--- config.mk ---
export PLATFORM = sky130hd
export DESIGN_NAME = page_walker
export DESIGN_NICKNAME = d
export VERILOG_FILES = /design/src/rtl/page_walker_pkg.sv /design/src/rtl/page_walker_addr.sv /design/src/rtl/page_walker_ctrl.sv /design/src/rtl/page_walker.sv
export SDC_FILE = /design/constraint.sdc
export NUM_CORES = 1
export LEC_CHECK = 0
export BUFFER_PORTS_ARGS = -buffer_cell sky130_fd_sc_hd__buf_2
export CAP_MARGIN = 10
export CORE_ASPECT_RATIO = 1.5
export CORE_MARGIN = 1
export CORE_UTILIZATION = 45
export DETAILED_ROUTE_END_ITERATION = 10
export GPL_TIMING_DRIVEN = 0
export HOLD_SLACK_MARGIN = 0.08
export PLACE_DENSITY = 0.81
export SKIP_LAST_GASP = 1
export SYNTH_ARGS = -nofsm -noshare
export SYNTH_HDL_FRONTEND = slang
export SYNTH_SLANG_ARGS = --single-unit
export TNS_END_PERCENT = 30
--- constraint.sdc ---
create_clock -name clk -period 4.9 [get_ports clk]
set_clock_uncertainty 0.05 [all_clocks]
set_input_delay 0.49 -clock clk [delete_from_list [all_inputs] [get_ports clk]]
set_output_delay 0.49 -clock clk [all_outputs]
set_load 0.005 [all_outputs]
--- src/rtl/page_walker_pkg.sv ---
// Shared definitions for the two-level page walker.
// Assumes nothing beyond a synthesizable enum encoding.
package page_walker_pkg;

    // Walk sequencing states: an issue state per level, then a wait state per level
    typedef enum logic [2:0] {
        WS_IDLE   = 3'd0,
        WS_ISSUE1 = 3'd1,
        WS_WAIT1  = 3'd2,
        WS_ISSUE2 = 3'd3,
        WS_WAIT2  = 3'd4
    } walk_state_e;

    // Bit of an entry that marks it present
    localparam int unsigned ENTRY_VALID_BIT = 0;

endpackage

--- src/rtl/page_walker_addr.sv ---
// Entry address former: selects the table base for the current level and
// adds the scaled index. Assumes IDX_W + ENTRY_LOG2 <= OFS_W so a second-level
// table fits inside one page-aligned region.
module page_walker_addr #(
    parameter int unsigned ADDR_W     = 32,
    parameter int unsigned OFS_W      = 12,
    parameter int unsigned IDX_W      = 10,
    parameter int unsigned ENTRY_LOG2 = 2
) (
    input  logic                    second_level,
    input  logic [ADDR_W-1:0]       root_base,
    input  logic [ADDR_W-OFS_W-1:0] next_table_num,
    input  logic [IDX_W-1:0]        idx_l1,
    input  logic [IDX_W-1:0]        idx_l2,
    output logic [ADDR_W-1:0]       entry_addr
);
    localparam int unsigned NUM_W = ADDR_W - OFS_W;

    logic [ADDR_W-1:0] base_sel;
    logic [ADDR_W-1:0] idx_ext;

    // Pick the table base and widen the index of the active level
    always_comb begin : pick_base
        if (second_level) begin
            base_sel = {next_table_num, {OFS_W{1'b0}}};
            idx_ext  = {{(ADDR_W-IDX_W){1'b0}}, idx_l2};
        end else begin
            base_sel = root_base;
            idx_ext  = {{(ADDR_W-IDX_W){1'b0}}, idx_l1};
        end
    end

    // Entry address is base plus index times entry size
    always_comb begin : form_addr
        entry_addr = base_sel + (idx_ext << ENTRY_LOG2);
    end

    if (NUM_W + OFS_W != ADDR_W) begin : g_bad_split
        $error("page_walker_addr: inconsistent address split");
    end
endmodule

--- src/rtl/page_walker_ctrl.sv ---
// Walk sequencer: accepts a request when idle, issues one read per level,
// waits any number of cycles for each response, checks the valid bit and
// produces a one-cycle result. Assumes the response never arrives in the
// same cycle as its request and that memory keeps a single read in flight.
module page_walker_ctrl
    import page_walker_pkg::*;
#(
    parameter int unsigned ADDR_W = 32,
    parameter int unsigned OFS_W  = 12,
    parameter int unsigned IDX_W  = 10
) (
    input  logic                    clk,
    input  logic                    rst_n,
    input  logic                    req_valid,
    input  logic [ADDR_W-1:0]       req_vaddr,
    input  logic [ADDR_W-1:0]       table_root,
    output logic                    req_ready,
    input  logic                    mem_rvalid,
    input  logic [ADDR_W-1:0]       mem_rdata,
    output logic                    mem_req,
    output logic                    second_level,
    output logic [ADDR_W-1:0]       root_q,
    output logic [ADDR_W-OFS_W-1:0] next_num_q,
    output logic [IDX_W-1:0]        idx_l1,
    output logic [IDX_W-1:0]        idx_l2,
    output logic                    done,
    output logic                    fault,
    output logic [ADDR_W-1:0]       paddr,
    output logic [ADDR_W-1:0]       leaf_pte
);
    localparam int unsigned NUM_W = ADDR_W - OFS_W;

    walk_state_e       state_q, state_d;
    logic [ADDR_W-1:0] vaddr_q;
    logic              entry_ok;
    logic [NUM_W-1:0]  entry_num;
    logic              accept;

    // Field extraction from the returned entry
    always_comb begin : split_entry
        entry_ok  = mem_rdata[ENTRY_VALID_BIT];
        entry_num = mem_rdata[ADDR_W-1 -: NUM_W];
    end

    // Handshake and read strobe derived from the state
    always_comb begin : port_strobes
        req_ready    = (state_q == WS_IDLE);
        accept       = req_ready && req_valid;
        mem_req      = (state_q == WS_ISSUE1) || (state_q == WS_ISSUE2);
        second_level = (state_q == WS_ISSUE2) || (state_q == WS_WAIT2);
        idx_l1       = vaddr_q[OFS_W+2*IDX_W-1 -: IDX_W];
        idx_l2       = vaddr_q[OFS_W+IDX_W-1 -: IDX_W];
    end

    // Next-state selection, with the early exit on an invalid first-level entry
    always_comb begin : next_state
        state_d = state_q;
        unique case (state_q)
            WS_IDLE:   if (req_valid) state_d = WS_ISSUE1;
            WS_ISSUE1: state_d = WS_WAIT1;
            WS_WAIT1:  if (mem_rvalid) state_d = entry_ok ? WS_ISSUE2 : WS_IDLE;
            WS_ISSUE2: state_d = WS_WAIT2;
            WS_WAIT2:  if (mem_rvalid) state_d = WS_IDLE;
            default:   state_d = WS_IDLE;
        endcase
    end

    // State register
    always_ff @(posedge clk) begin : state_reg
        if (!rst_n) state_q <= WS_IDLE;
        else        state_q <= state_d;
    end

    // Capture the request and the next-level table base
    always_ff @(posedge clk) begin : walk_context
        if (!rst_n) begin
            vaddr_q    <= '0;
            root_q     <= '0;
            next_num_q <= '0;
        end else begin
            if (accept) begin
                vaddr_q <= req_vaddr;
                root_q  <= table_root;
            end
            if (state_q == WS_WAIT1 && mem_rvalid && entry_ok)
                next_num_q <= entry_num;
        end
    end

    // One-cycle result with fault or translated address
    always_ff @(posedge clk) begin : result_regs
        if (!rst_n) begin
            done     <= 1'b0;
            fault    <= 1'b0;
            paddr    <= '0;
            leaf_pte <= '0;
        end else begin
            done  <= 1'b0;
            fault <= 1'b0;
            if (state_q == WS_WAIT1 && mem_rvalid && !entry_ok) begin
                done     <= 1'b1;
                fault    <= 1'b1;
                paddr    <= '0;
                leaf_pte <= '0;
            end else if (state_q == WS_WAIT2 && mem_rvalid) begin
                done     <= 1'b1;
                fault    <= !entry_ok;
                paddr    <= entry_ok ? {entry_num, vaddr_q[OFS_W-1:0]} : '0;
                leaf_pte <= entry_ok ? mem_rdata : '0;
            end
        end
    end

    AST_READY_ONLY_IDLE: assert property (@(posedge clk) disable iff (!rst_n) req_ready |-> !mem_req);
    AST_ACCEPT_STARTS_READ: assert property (@(posedge clk) disable iff (!rst_n) (req_valid && req_ready) |=> mem_req);
    AST_SINGLE_OUTSTANDING: assert property (@(posedge clk) disable iff (!rst_n) mem_req |=> !mem_req);
    AST_DONE_SINGLE_CYCLE: assert property (@(posedge clk) disable iff (!rst_n) done |=> !done);
    AST_FAULT_NEEDS_DONE: assert property (@(posedge clk) disable iff (!rst_n) fault |-> done);
    AST_STRAY_RESPONSE_IGNORED: assert property (@(posedge clk) disable iff (!rst_n) (req_ready && !req_valid && mem_rvalid) |=> (!done && !mem_req));
endmodule

--- src/rtl/page_walker.sv ---
// Two-level page table walker top: joins the walk sequencer and the entry
// address former. Assumes ADDR_W = OFS_W + 2*IDX_W and entries of
// 2**ENTRY_LOG2 bytes whose upper ADDR_W-OFS_W bits hold a base number.
module page_walker #(
    parameter int unsigned ADDR_W     = 32,
    parameter int unsigned OFS_W      = 12,
    parameter int unsigned IDX_W      = 10,
    parameter int unsigned ENTRY_LOG2 = 2
) (
    input  logic              clk,
    input  logic              rst_n,
    input  logic [ADDR_W-1:0] table_root,
    input  logic              req_valid,
    output logic              req_ready,
    input  logic [ADDR_W-1:0] req_vaddr,
    output logic              mem_req,
    output logic [ADDR_W-1:0] mem_addr,
    input  logic              mem_rvalid,
    input  logic [ADDR_W-1:0] mem_rdata,
    output logic              done,
    output logic              fault,
    output logic [ADDR_W-1:0] paddr,
    output logic [ADDR_W-1:0] leaf_pte
);
    localparam int unsigned NUM_W = ADDR_W - OFS_W;

    logic              second_level;
    logic [ADDR_W-1:0] root_q;
    logic [NUM_W-1:0]  next_num_q;
    logic [IDX_W-1:0]  idx_l1;
    logic [IDX_W-1:0]  idx_l2;

    page_walker_ctrl #(
        .ADDR_W (ADDR_W),
        .OFS_W  (OFS_W),
        .IDX_W  (IDX_W)
    ) u_ctrl (
        .clk          (clk),
        .rst_n        (rst_n),
        .req_valid    (req_valid),
        .req_vaddr    (req_vaddr),
        .table_root   (table_root),
        .req_ready    (req_ready),
        .mem_rvalid   (mem_rvalid),
        .mem_rdata    (mem_rdata),
        .mem_req      (mem_req),
        .second_level (second_level),
        .root_q       (root_q),
        .next_num_q   (next_num_q),
        .idx_l1       (idx_l1),
        .idx_l2       (idx_l2),
        .done         (done),
        .fault        (fault),
        .paddr        (paddr),
        .leaf_pte     (leaf_pte)
    );

    page_walker_addr #(
        .ADDR_W     (ADDR_W),
        .OFS_W      (OFS_W),
        .IDX_W      (IDX_W),
        .ENTRY_LOG2 (ENTRY_LOG2)
    ) u_addr (
        .second_level   (second_level),
        .root_base      (root_q),
        .next_table_num (next_num_q),
        .idx_l1         (idx_l1),
        .idx_l2         (idx_l2),
        .entry_addr     (mem_addr)
    );

    if (ADDR_W != OFS_W + 2*IDX_W) begin : g_bad_geometry
        $error("page_walker: ADDR_W must equal OFS_W + 2*IDX_W");
    end
endmodule

# == Word-level counts from Yosys, hierarchy flattened ==
# Cells that the tools add are included.
# classes
muxes,13
add_sub_neg,1
n_eq_ne,7
bitwise_logic,1
reduce_logical,11
# op_table
cell,n
$mux W32,3
$add A32 B12 Y32,1
$pmux W3 S5,1
$mux W10,1
$mux W3,3
$eq A3 B2 Y1 const B,2
$ne A2 B2 Y1 const B,3
$logic_and A1 B1 Y1,5
$mux W1,4
$eq A3 B1 Y1 const B,1
$eq A3 B3 Y1 const B,1
$logic_not A3 Y1,1
$reduce_and A3 Y1,1
$logic_or A1 B1 Y1,2
$mux W2,1
$reduce_or A2 Y1,1
$logic_not A1 Y1,1
$not A1 Y1,1
# word_totals
regBits,153
inputBits,100
output_inout_bits,100

# == Depth between registers and ports, before layout ==
# Gate-level depths: netlist (run 1).
# depth
depth_word,4
ltp_mapped,19
depth_no_buf,13

# == Modules after synthesis ==
# A second synthesis (run 1) with hierarchy kept.
# unflattened
cells_unflattened,846
area_unflattened_um2,6816.5
# by_module_without_submodules
module,cells_per_inst,seq_area_each_um2,area_per_inst_um2,instances
page_walker_ctrl,642,2662.6,5305.1,1
page_walker_addr,204,0.0,1511.4,1

# == Worst setup path after synthesis (run 1) ==
# No wires, ideal clock.
# synth_timing
path_kind,reg-to-output
startpoint,reg u_ctrl.state_q[0]
endpoint,out mem_addr[28]
arrival_time_ns,3.567
path_slack_ns,0.793
stages_incl_launch_ff,20
path_buffers,6
path_cell_list,dfxtp_1 > buf_6 > or3b_1 > buf_6 > and2_4 > buf_6 > buf_6 > buf_2 > clkbuf_1 > nand2_1 > nand2_1 > ha_1 > fa_1 > a211oi_1 > o21ai_0 > a21oi_1 > or4_4 > nor2_1 > nand2_1 > xor2_1
# synth_via
elab_chain_len,4
word_cells_on_any_way,6
classes_between,1 x add/sub; 2 x eq/ne; 2 x mux; 1 x reduce/logical
# synth_lines
item,line_no,source
start: declaration,page_walker_ctrl.sv:33,"walk_state_e state_q, state_d;"
start signal: assignment,page_walker_ctrl.sv:71,else state_q <= state_d;
$eq A3 B2 Y1 or $eq A3 B3 Y1 (tied branches),page_walker_ctrl.sv:50,second_level = (state_q == WS_ISSUE2) || (state_q == WS_WAIT2);
$logic_or A1 B1 Y1 (*),page_walker_ctrl.sv:50,
$mux W32 or $mux W10 (tied branches),page_walker_addr.sv:24,if (second_level) begin
$add A32 B12 Y32 (*),page_walker_addr.sv:35,entry_addr = base_sel + (idx_ext << ENTRY_LOG2);
end: declaration,page_walker.sv:17,"output logic [ADDR_W-1:0] mem_addr,"
# Mark *: on every way between the ends. The rest lies on a longest branch, timed or not.

# == Worst setup path after layout (run 1) ==
# Ends and elaborated chain as after synthesis.

==> reports/results.txt, run 1 <==
status = finished, final reports clean
post-synthesis simple-gate area fraction = 26.36%
kind of critical path = reg2out
initial DRC count = 280
pin count of the biggest net entering global routing = 17
num rows = 53
Critical Path Sink Type = primary output
routed len/inst = 14.91 µm
final worst-path setup slack = 0.1694 ns
worst hold slack = 0.2696 ns
Post-Place Setup Slack = 0.01025 ns
Clk Latency, worst-skew pair = 0.41 ns
Post-synth top flop = dfxtp_1
Syn. warnings = 0
vias per cell = 5.180
worst slew pin tran = 0.6256 ns
Critical Path RT = 4.36 ns
Syn Inst Count = 846
Reg clk slew, reported paths = 0.07 ns
IO Count = 200
Leak Pwr = 3.695 nW
Synth Area in Compound Gates = 17.11%
Synth Area in XOR/XNOR = 3.996%
width of the chip = 100.7 µm
overall routing resource usage = 25.34%
hold depth = 3
global-route wire length before repair = 29.77 mm
share of cells above drive strength 1 = 26.46%
PortBufs = 198
Initial Util = 46.55%
H-Tree Depth = 4
Placer Congestion = 0.8965
Yosys cell types = 45
Hold-fix buffers, CTS = 0
Worst R2R Path Depth = 7
Layout Cells excl Fill = 1,273
CTS max path bufs = 2
PwrDens = 329.5 nW/µm²
Arr. time, crit path = 4.19 ns
CTS Sinks = 133
Routed WL = 18.98 mm
layout net count = 1,179
max cap viols = 0
Post-route DRC = 0
DR vias = 6,594
GR Overflow Total = 0
CTS tree = done
Syn Nets = 957
# fillers = 1,285
die area = 15,110 µm²
most common cell after layout, fill and taps aside = nand2_1
largest family of logic cells by synthesized area = simple AND/OR/NAND/NOR gates
Mapped Area = 6575 µm²
First-pass DRT Iterations = 5
max-slew violation count = 0
initial antenna violation count = 2
vias in the first global route = 6,269
EDFF count, synth = 0
Core Box Area = 14,120 µm²
startpoint types = register
final hold vios = 0
max-slew headroom at the worst pin = 57.97%
diode count = 0
P&R area growth vs syn = 30.18%
Die H = 150.0 µm
final setup vio count = 0
root buf cell = clkbuf_16
worst min path class = in2reg
Period minus WS final = 4.731 ns
Avg Inst Size Synth = 7.772 µm²
CP Max Fanout = 10
Post-synth ARST share = 0%
placed cells = 1,237
DP Wirelength = 14.41 mm
post-synthesis adder-cell area fraction = 2.207%
VDD IR-drop max = 247.6 µV
register area share after synthesis = 40.49%
CTS buffer count = 17
mux share of post-synthesis cell area = 3.387%
commonest non-fill, non-tap cells in the layout = nand2_1 (266), buf_2 (199), dfxtp_1 (133)
Final period util = 96.54%
antenna viol nets, final = 0
#FFs+latches synth = 133
FMAX = 0.2114 GHz
==> critical path, stage by stage, from the launching register on <==
cell	delay (ns)
dfxtp_1	0.31
buf_6	0.13
or3b_1	0.38
buf_6	0.15
nand2_1	0.12
buf_6	0.18
buf_6	0.18
clkbuf_4	0.21
nand2_1	0.07
nand2_1	0.08
ha_1	0.20
fa_2	0.26
a211oi_2	0.09
o21ai_1	0.20
a21oi_2	0.10
or4_4	0.55
nor2_4	0.14
nand2_1	0.09
xor2_2	0.19
buf_2	0.15
==> cell type report <==
type	instances	area [µm²]	area share, %
Buffer	76	421.7	4.926
Clock buffer	17	425.4	4.970
Clock inverter	15	203.9	2.383
Inverter	3	11.26	0.1316
Multi-Input combinational cell	633	3558	41.57
Sequential cell	133	2663	31.11
Tap cell	192	240.2	2.807
Timing Repair Buffer	204	1036	12.10
==> worst paths after layout <==
path	start	endpoint	slack, ns
min	req_vaddr[26]	u_ctrl.vaddr_q[26]$_SDFFE_PN0P_	0.27
min reg2reg	u_ctrl.leaf_pte[11]$_SDFFE_PP0P_	u_ctrl.leaf_pte[11]$_SDFFE_PP0P_	0.40
max reg2reg	u_ctrl.state_q[1]$_SDFFE_PN0P_	u_ctrl.root_q[24]$_SDFFE_PN0P_	2.76
max	u_ctrl.state_q[0]$_SDFFE_PN0P_	mem_addr[28]	0.17
==> flip-flops by register name (all words and copies together), names as in the netlist <==
register	count
u_ctrl.fault	1
u_ctrl.leaf_pte	32
u_ctrl.state_q	3
u_ctrl.vaddr_q	32
u_ctrl.paddr	12
u_ctrl.done	1
u_ctrl.root_q	32
u_ctrl.next_num_q	20
==> power breakdown <==
group	leakage, nW	internal [mW]	total, mW	switching, mW
sequential	1.08	1.12	1.15	0.0299
clock	0.310	0.786	1.35	0.561
combinational	2.30	0.136	0.320	0.184
total	3.69	2.05	2.82	0.775
==> synthesized netlist by cell type, types with 3 or more instances <==
cell type    n  area [µm²]
a211oi_1     3       22.52
a21boi_0    84       630.6
a21o_1       4       30.03
a21oi_1     62       310.3
a31oi_1      3       18.77
and3_1      17       106.4
buf_2        3       15.01
buf_4       20       150.1
buf_6        6       67.56
clkbuf_1    48       180.2
dfxtp_1    133        2663
ha_1        10       125.1
inv_1        3       11.26
mux2i_1     20       200.2
nand2_1    266       998.5
nand3_1     62       310.3
nand4_1      7       43.79
nor2_1      17       63.81
nor2b_1      4       25.02
nor3_1       7       35.03
o21ai_0      9       45.04
xnor2_1     20       175.2
xor2_1      10       87.58
==> metal layers <==
layer | vias up | global-route usage, % | wire length [µm]
met5 | - | 0 | 22
met4 | 4 | 9.638 | 580
li1 | 3277 | - | -
met1 | 3052 | 26.99 | 7367
met3 | 42 | 5.838 | 1045
met2 | 219 | 47.60 | 9968
==> what timing repair did <==
action | CTS | global route
resized for setup | 17 | 6
setup buffers | 4 | 1
endpoints found under the setup margin | 16 | 14
endpoints found under the hold margin | 0 | 0
pin swaps | 1 | 2
==> metrics by stage <==
step                      util, %  total power [mW]   TNS [ns]  instance area, µm²
after floorplan                 -             1.352          0                6575
after global placement      55.27             1.479          0                7806
after detailed placement    55.32             1.487          0                7814
after CTS                   60.44             2.832          0                8537
after global routing        60.60             2.925  -0.001860                8559
final                       60.60             2.820          0                8559
==> logic make-up after synthesis <==
kind of cell,Yosys count
buffers and inverters,80
adders and majority gates,11
and+or+nand+nor,398
AOI/OAI and AO/OA,172
xor gates and xnor gates,30
DFF,133
muxes,22
Power figures use the tool's default switching activity.
==> run 2, diff against run 1 <==
==> constraint.sdc (replaced) <==
create_clock -name clk -period 6.1 [get_ports clk]
set_clock_uncertainty 0.05 [all_clocks]
set_input_delay 0.61 -clock clk [delete_from_list [all_inputs] [get_ports clk]]
set_output_delay 0.61 -clock clk [all_outputs]
set_load 0.005 [all_outputs]
==> run 2 against run 1 <==
  * Sequential power decreased by 19%
  * Combinational power is 22% lower
  * Design area shrank 1.4%
  * Routed wire length decreased by 1.8%
  * Cell count decreased by 0.31%
  * First-iteration DRC count down 4.6%
  * Clock power decreased by 20%
  * Die area stayed put
  * Largest cell class unchanged
  * Sequential share of layout area grew 0.43 points
  * Clock-buffer cell count unchanged
  * Critical endpoint unchanged
==> reports/results.txt, run 2 (synthesis results as in run 1) <==
worst min path class = in2reg
FMAX = 0.1819 GHz
IO Count = 200 (unchanged)
post-cts gate resize count = 0 (-17)
Critical Path Sink Type = primary output
Clk Latency, worst-skew pair = 0.41 ns (about the same)
status = finished, final reports clean
TNS Setup = 0 ns (unchanged)
P&R area growth vs syn = 28.41%
Leak Pwr = 3.666 nW (-0.76%)
routed len/inst = 14.70 µm (-1.4%)
CTS Sinks = 133 (unchanged)
biggest regs = u_ctrl.leaf_pte x32, u_ctrl.root_q x32, u_ctrl.vaddr_q x32
Arr. time, crit path = 4.84 ns (+0.65 ns)
placed cells = 1,237 (unchanged)
DP Wirelength = 14.41 mm (unchanged)
max cap viols = 0 (unchanged)
final hold vios = 0 (unchanged)
Critical Path RT = 5.44 ns (+1.08 ns)
Die H = 150.0 µm (unchanged)
kind of critical path = reg2out
PortBufs = 198 (unchanged)
RSZ-0062 raised after global routing = false
Switching Power = 618.5 µW (-20%)
max-slew violation count = 0 (unchanged)
Period minus WS final = 5.499 ns
commonest non-fill, non-tap cells in the layout = nand2_1 (266), buf_2 (201), dfxtp_1 (133)
Gate power share = 11.0% (-0.3 points)
Reg clk slew, reported paths = 0.07 ns (about the same)
die area = 15,110 µm² (unchanged)
initial antenna violation count = 2 (unchanged)
num rows = 53 (unchanged)
sw frac = 27.40% (-0.080 points)
GR Overflow Total = 0 (unchanged)
CTS tree = done
Layout Cells excl Fill = 1,269 (-0.31%)
clock share of power = 47.9% (about the same)
width of the chip = 100.7 µm (unchanged)
share of cells above drive strength 1 = 25.26% (-1.2 points)
CTS buffer count = 17 (unchanged)
final setup vio count = 0 (unchanged)
First-pass DRT Iterations = 4 (-1)
antenna viol nets, final = 0 (unchanged)
most common cell after layout, fill and taps aside = nand2_1
Final period util = 90.15%
H-Tree Depth = 4 (unchanged)
initial DRC count = 267 (-4.6%)
global-route wire length before repair = 29.44 mm (-1.1%)
PwrDens = 267.4 nW/µm² (-19%)
Initial Util = 46.55% (unchanged)
CTS max path bufs = 2 (unchanged)
root buf cell = clkbuf_16
DR vias = 6,522 (-1.1%)
Int Power = 1.639 mW (-20%)
Hold-fix buffers, CTS = 0 (unchanged)
startpoint types = register
max-slew headroom at the worst pin = 57.93% (about the same)
register share of total power = 41.0% (about the same)
Core Box Area = 14,120 µm² (unchanged)
diode count = 0 (unchanged)
Routed WL = 18.65 mm (-1.8%)
pin count of the biggest net entering global routing = 17 (unchanged)
Post-route DRC = 0 (unchanged)
CP Max Fanout = 10 (unchanged)
Post-CTS Setup Inserts = 0 (-4)
worst slew pin tran = 0.6262 ns (+0.0006160 ns)
Placer Congestion = 0.8965 (unchanged)
vias per cell = 5.139 (-0.78%)
layout net count = 1,175 (-0.34%)
overall routing resource usage = 25.08% (-0.26 points)
VDD IR-drop max = 198.6 µV (-20%)
vias in the first global route = 6,207 (-0.99%)
-- run 2: power by group through the flow --
stage | registers [mW] | logic (mW) | clock network, mW
2_1_floorplan | 0.938 | 0.148 | 0
3_3_place_gp | 0.944 | 0.244 | 0
3_5_place_dp | 0.945 | 0.250 | 0
4_1_cts | 0.925 | 0.251 | 1.09
5_1_grt | 0.930 | 0.278 | 1.13
6_report | 0.926 | 0.249 | 1.08
-- run 2: cell type report --
| cell class | instances | area, µm² |
|---|---|---|
| clock inverter | 15 | 203.9 |
| timing repair buffer | 199 | 998.5 |
| inverter | 3 | 11.26 |
| tap | 192 | 240.2 |
| sequential | 133 | 2663 |
| clock buffer | 17 | 425.4 |
| fill | 1309 | 5682 |
| buffer | 77 | 412.9 |
| multi-input combinational | 633 | 3488 |
-- run 2: final timing paths --
kind | from | endpoint | slack [ns] | depth (start not counted)
max | u_ctrl.state_q[2]$_SDFFE_PN0P_ | mem_addr[28] | 0.60 | 19
min | req_vaddr[26] | u_ctrl.vaddr_q[26]$_SDFFE_PN0P_ | 0.39 | 3
max reg2reg | u_ctrl.state_q[1]$_SDFFE_PN0P_ | u_ctrl.root_q[14]$_SDFFE_PN0P_ | 3.96 | 7
min reg2reg | u_ctrl.leaf_pte[11]$_SDFFE_PP0P_ | u_ctrl.leaf_pte[11]$_SDFFE_PP0P_ | 0.40 | 2
-- run 2: routing by layer --
metal  up-vias  track usage (%)  share of wire (%)
li1       3273                -                  -
met1      3015            26.89                 39
met2       199            46.95                 53
met3        31            5.885                5.7
met4         4            9.275                2.5
met5         -                0               0.12
-- run 2: critical path: stages, from the launching register on --
cell	delay [ns]
dfxtp_1	0.31
buf_6	0.13
nand3b_1	0.38
and2_4	0.29
buf_6	0.13
buf_6	0.13
buf_2	0.21
clkbuf_1	0.30
nand2_1	0.14
nand2_1	0.07
ha_1	0.22
fa_1	0.44
a211oi_1	0.35
o21ai_0	0.16
a21oi_1	0.35
or4_4	0.24
nor2_1	0.07
nand2_1	0.08
xor2_1	0.26
buf_2	0.17
-- run 2: per-stage QoR --
stage	hold slack, ns	cell area, µm²	total power, mW	setup WS, ns	util, %
global route	0.3882	8443	2.342	0.3687	59.78
detailed placement	0.3945	7814	1.194	1.090	55.32
floorplan	0.3890	6575	1.086	1.873	-
finish	0.3895	8443	2.257	0.6010	59.78
CTS	0.3827	8443	2.269	0.6258	59.78
global placement	0.3857	7806	1.188	1.086	55.27
==> run 3, diff against run 2 <==
--- a/config.mk
+++ b/config.mk
@@ -9,11 +9,11 @@
 export CAP_MARGIN = 10
 export CORE_ASPECT_RATIO = 1.5
 export CORE_MARGIN = 1
-export CORE_UTILIZATION = 45
+export CORE_UTILIZATION = 43
 export DETAILED_ROUTE_END_ITERATION = 10
 export GPL_TIMING_DRIVEN = 0
 export HOLD_SLACK_MARGIN = 0.08
-export PLACE_DENSITY = 0.81
+export PLACE_DENSITY = 0.79
 export SKIP_LAST_GASP = 1
 export SYNTH_ARGS = -nofsm -noshare
 export SYNTH_HDL_FRONTEND = slang
==> run 3 against run 2 <==
  * Setup slack lost 0.014 ns
  * Die area rose by 4.6%
  * Critical path type unchanged
  * Critical endpoint unchanged
  * Largest cell class unchanged
  * Non-clock buffer count unchanged
==> reports/results.txt, run 3 (synthesis results as in run 1) <==
status = finished, final reports clean
overall routing resource usage = 24.55% (-0.54 points)
CTS buffer count = 17 (unchanged)
Critical Path RT = 5.44 ns (about the same)
DP Wirelength = 14.76 mm (+2.4%)
Reg clk slew, reported paths = 0.06 ns (about the same)
Worst Min Path Start = req_vaddr[28]
DR vias = 6,464 (-0.89%)
share of cells above drive strength 1 = 25.16% (-0.093 points)
pin count of the biggest net entering global routing = 17 (unchanged)
TNS Setup = 0 ns (unchanged)
commonest non-fill, non-tap cells in the layout = nand2_1 (266), buf_2 (201), dfxtp_1 (133)
RSZ-0062 raised after global routing = false
PwrDens = 265.7 nW/µm² (-0.61%)
Post-Place Setup Slack = 1.090 ns (-0.0003400 ns)
final setup vio count = 0 (unchanged)
root buf cell = clkbuf_16
vias in the first global route = 6,360 (+2.5%)
max-slew headroom at the worst pin = 55.31% (-2.6 points)
post-cts gate resize count = 0 (unchanged)
biggest regs = u_ctrl.leaf_pte x32, u_ctrl.root_q x32, u_ctrl.vaddr_q x32
placed inst area = 7823 µm² (+0.11%)
worst min path class = in2reg
CTS max path bufs = 2 (unchanged)
max cap viols = 0 (unchanged)
Final Instance Area = 8439 µm² (about the same)
worst slew pin tran = 0.6652 ns (+0.03894 ns)
vias per cell = 5.066 (-1.4%)
VDD IR-drop max = 182.3 µV (-8.2%)
Placer Congestion = 0.9044 (+0.88%)
Leak Pwr = 3.641 nW (-0.70%)
Die H = 153.4 µm (+2.3%)
most common cell after layout, fill and taps aside = nand2_1
PortBufs = 198 (unchanged)
Arr. time, crit path = 4.85 ns (about the same)
final hold vios = 0 (unchanged)
startpoint types = register
IO Count = 200 (unchanged)
die area = 15,800 µm² (+4.6%)
Period minus WS final = 5.513 ns (+0.01417 ns)
hold depth = 3 (unchanged)
routed len/inst = 14.87 µm (+1.2%)
Final period util = 90.38% (+0.23 points)
Worst R2R Path Depth = 7 (unchanged)
antenna viol nets, final = 0 (unchanged)
Hold-fix buffers, CTS = 0 (unchanged)
H-Tree Depth = 4 (unchanged)
Hold Path End = u_ctrl.vaddr_q[28]$_SDFFE_PN0P_
kind of critical path = reg2out
worst flop-to-flop path startpoint = u_ctrl.state_q[1]$_SDFFE_PN0P_
Clk Latency, worst-skew pair = 0.41 ns (about the same)
Critical Path Sink Type = primary output
global-route wire length before repair = 29.97 mm (+1.8%)
FMAX = 0.1814 GHz (-0.26%)
max-slew violation count = 0 (unchanged)
Core Box Area = 15,000 µm² (+6.2%)
initial antenna violation count = 2 (unchanged)
CTS Sinks = 133 (unchanged)
Reg-to-Reg End = u_ctrl.root_q[2]$_SDFFE_PN0P_
CTS tree = done
Post-route DRC = 0 (unchanged)
Initial Util = 43.83% (-2.7 points)
First-pass DRT Iterations = 5 (+1)
Post-CTS Setup Inserts = 0 (unchanged)
Worst R2R Setup Slack = 3.89 ns (-0.07 ns)
width of the chip = 103.0 µm (+2.3%)
post-layout utilization of the core = 56.26% (-3.5 points)
num rows = 55 (+3.8%)
CP Max Fanout = 10 (unchanged)
diode count = 0 (unchanged)
GR Overflow Total = 0 (unchanged)
initial DRC count = 312 (+17%)
P&R area growth vs syn = 28.35% (about the same)
final worst-path setup slack = 0.5869 ns (-0.01417 ns)
Routed WL = 18.97 mm (+1.7%)
layout net count = 1,175 (unchanged)
-- run 3: cell count changes in the layout (fill, tap and decap cells not counted), moves of 2 or more --
cell and delta:
inv_6 -2, clkinvlp_4 +5, inv_8 -5, clkinv_8 -2
-- run 3: area by class of cell --
class                   count  area [µm²]
clock buffers              19       442.9
clock inverters            13       173.9
plain buffers              77       412.9
inverters                   3       11.26
repair buffers            199       998.5
multi-input cells         633        3488
well taps                 199       249.0
flip-flops and latches    133        2663
fillers                  1454        6563
-- run 3: worst max-delay path: stages (launching register included) --
cell and delay, ns:
dfxtp_1 0.31, buf_6 0.13, or3b_1 0.38, buf_6 0.15
and2_4 0.13, buf_6 0.13, buf_6 0.14, buf_2 0.20
clkbuf_1 0.30, nand2_1 0.14, nand2_1 0.06, ha_1 0.23
fa_1 0.44, a211oi_1 0.36, o21ai_0 0.16, a21oi_1 0.36
or4_4 0.25, nor2_1 0.07, nand2_1 0.07, xor2_1 0.25
buf_2 0.17
-- run 3: worst max-delay path by stage --
stage,slack [ns],end,start
global route,0.34,mem_addr[28],u_ctrl.state_q[0]$_SDFFE_PN0P_
floorplan,1.87,mem_addr[28],u_ctrl.state_q[0]$_SDFFE_PN0P_
global placement,1.10,mem_addr[28],u_ctrl.state_q[0]$_SDFFE_PN0P_
CTS,0.63,mem_addr[28],u_ctrl.state_q[0]$_SDFFE_PN0P_
detailed placement,1.09,mem_addr[28],u_ctrl.state_q[0]$_SDFFE_PN0P_
finish,0.59,mem_addr[28],u_ctrl.state_q[0]$_SDFFE_PN0P_
-- run 3: stage by stage --
stage | hold slack (ns) | power [mW] | cells
global placement | 0.3854 | 1.189 | 1243
detailed placement | 0.3943 | 1.196 | 1244
finish | 0.3942 | 2.243 | 1276
floorplan | 0.3890 | 1.086 | 846
global route | 0.3973 | 2.329 | 1276
CTS | 0.3890 | 2.259 | 1276
-- run 3: where the power goes --
group	internal (mW)	leakage [nW]	total, mW	switching, mW
clock	0.660	0.284	1.07	0.405
combinational	0.105	2.27	0.250	0.145
sequential	0.903	1.08	0.927	0.0242
total	1.67	3.64	2.24	0.574
-- run 3: layer usage --
metal  share of wire, %  global-route usage [%]
met5               0.12                       0
met4                4.3                   12.74
met3                4.9                   4.847
met2                 52                   44.41
met1                 39                   26.10
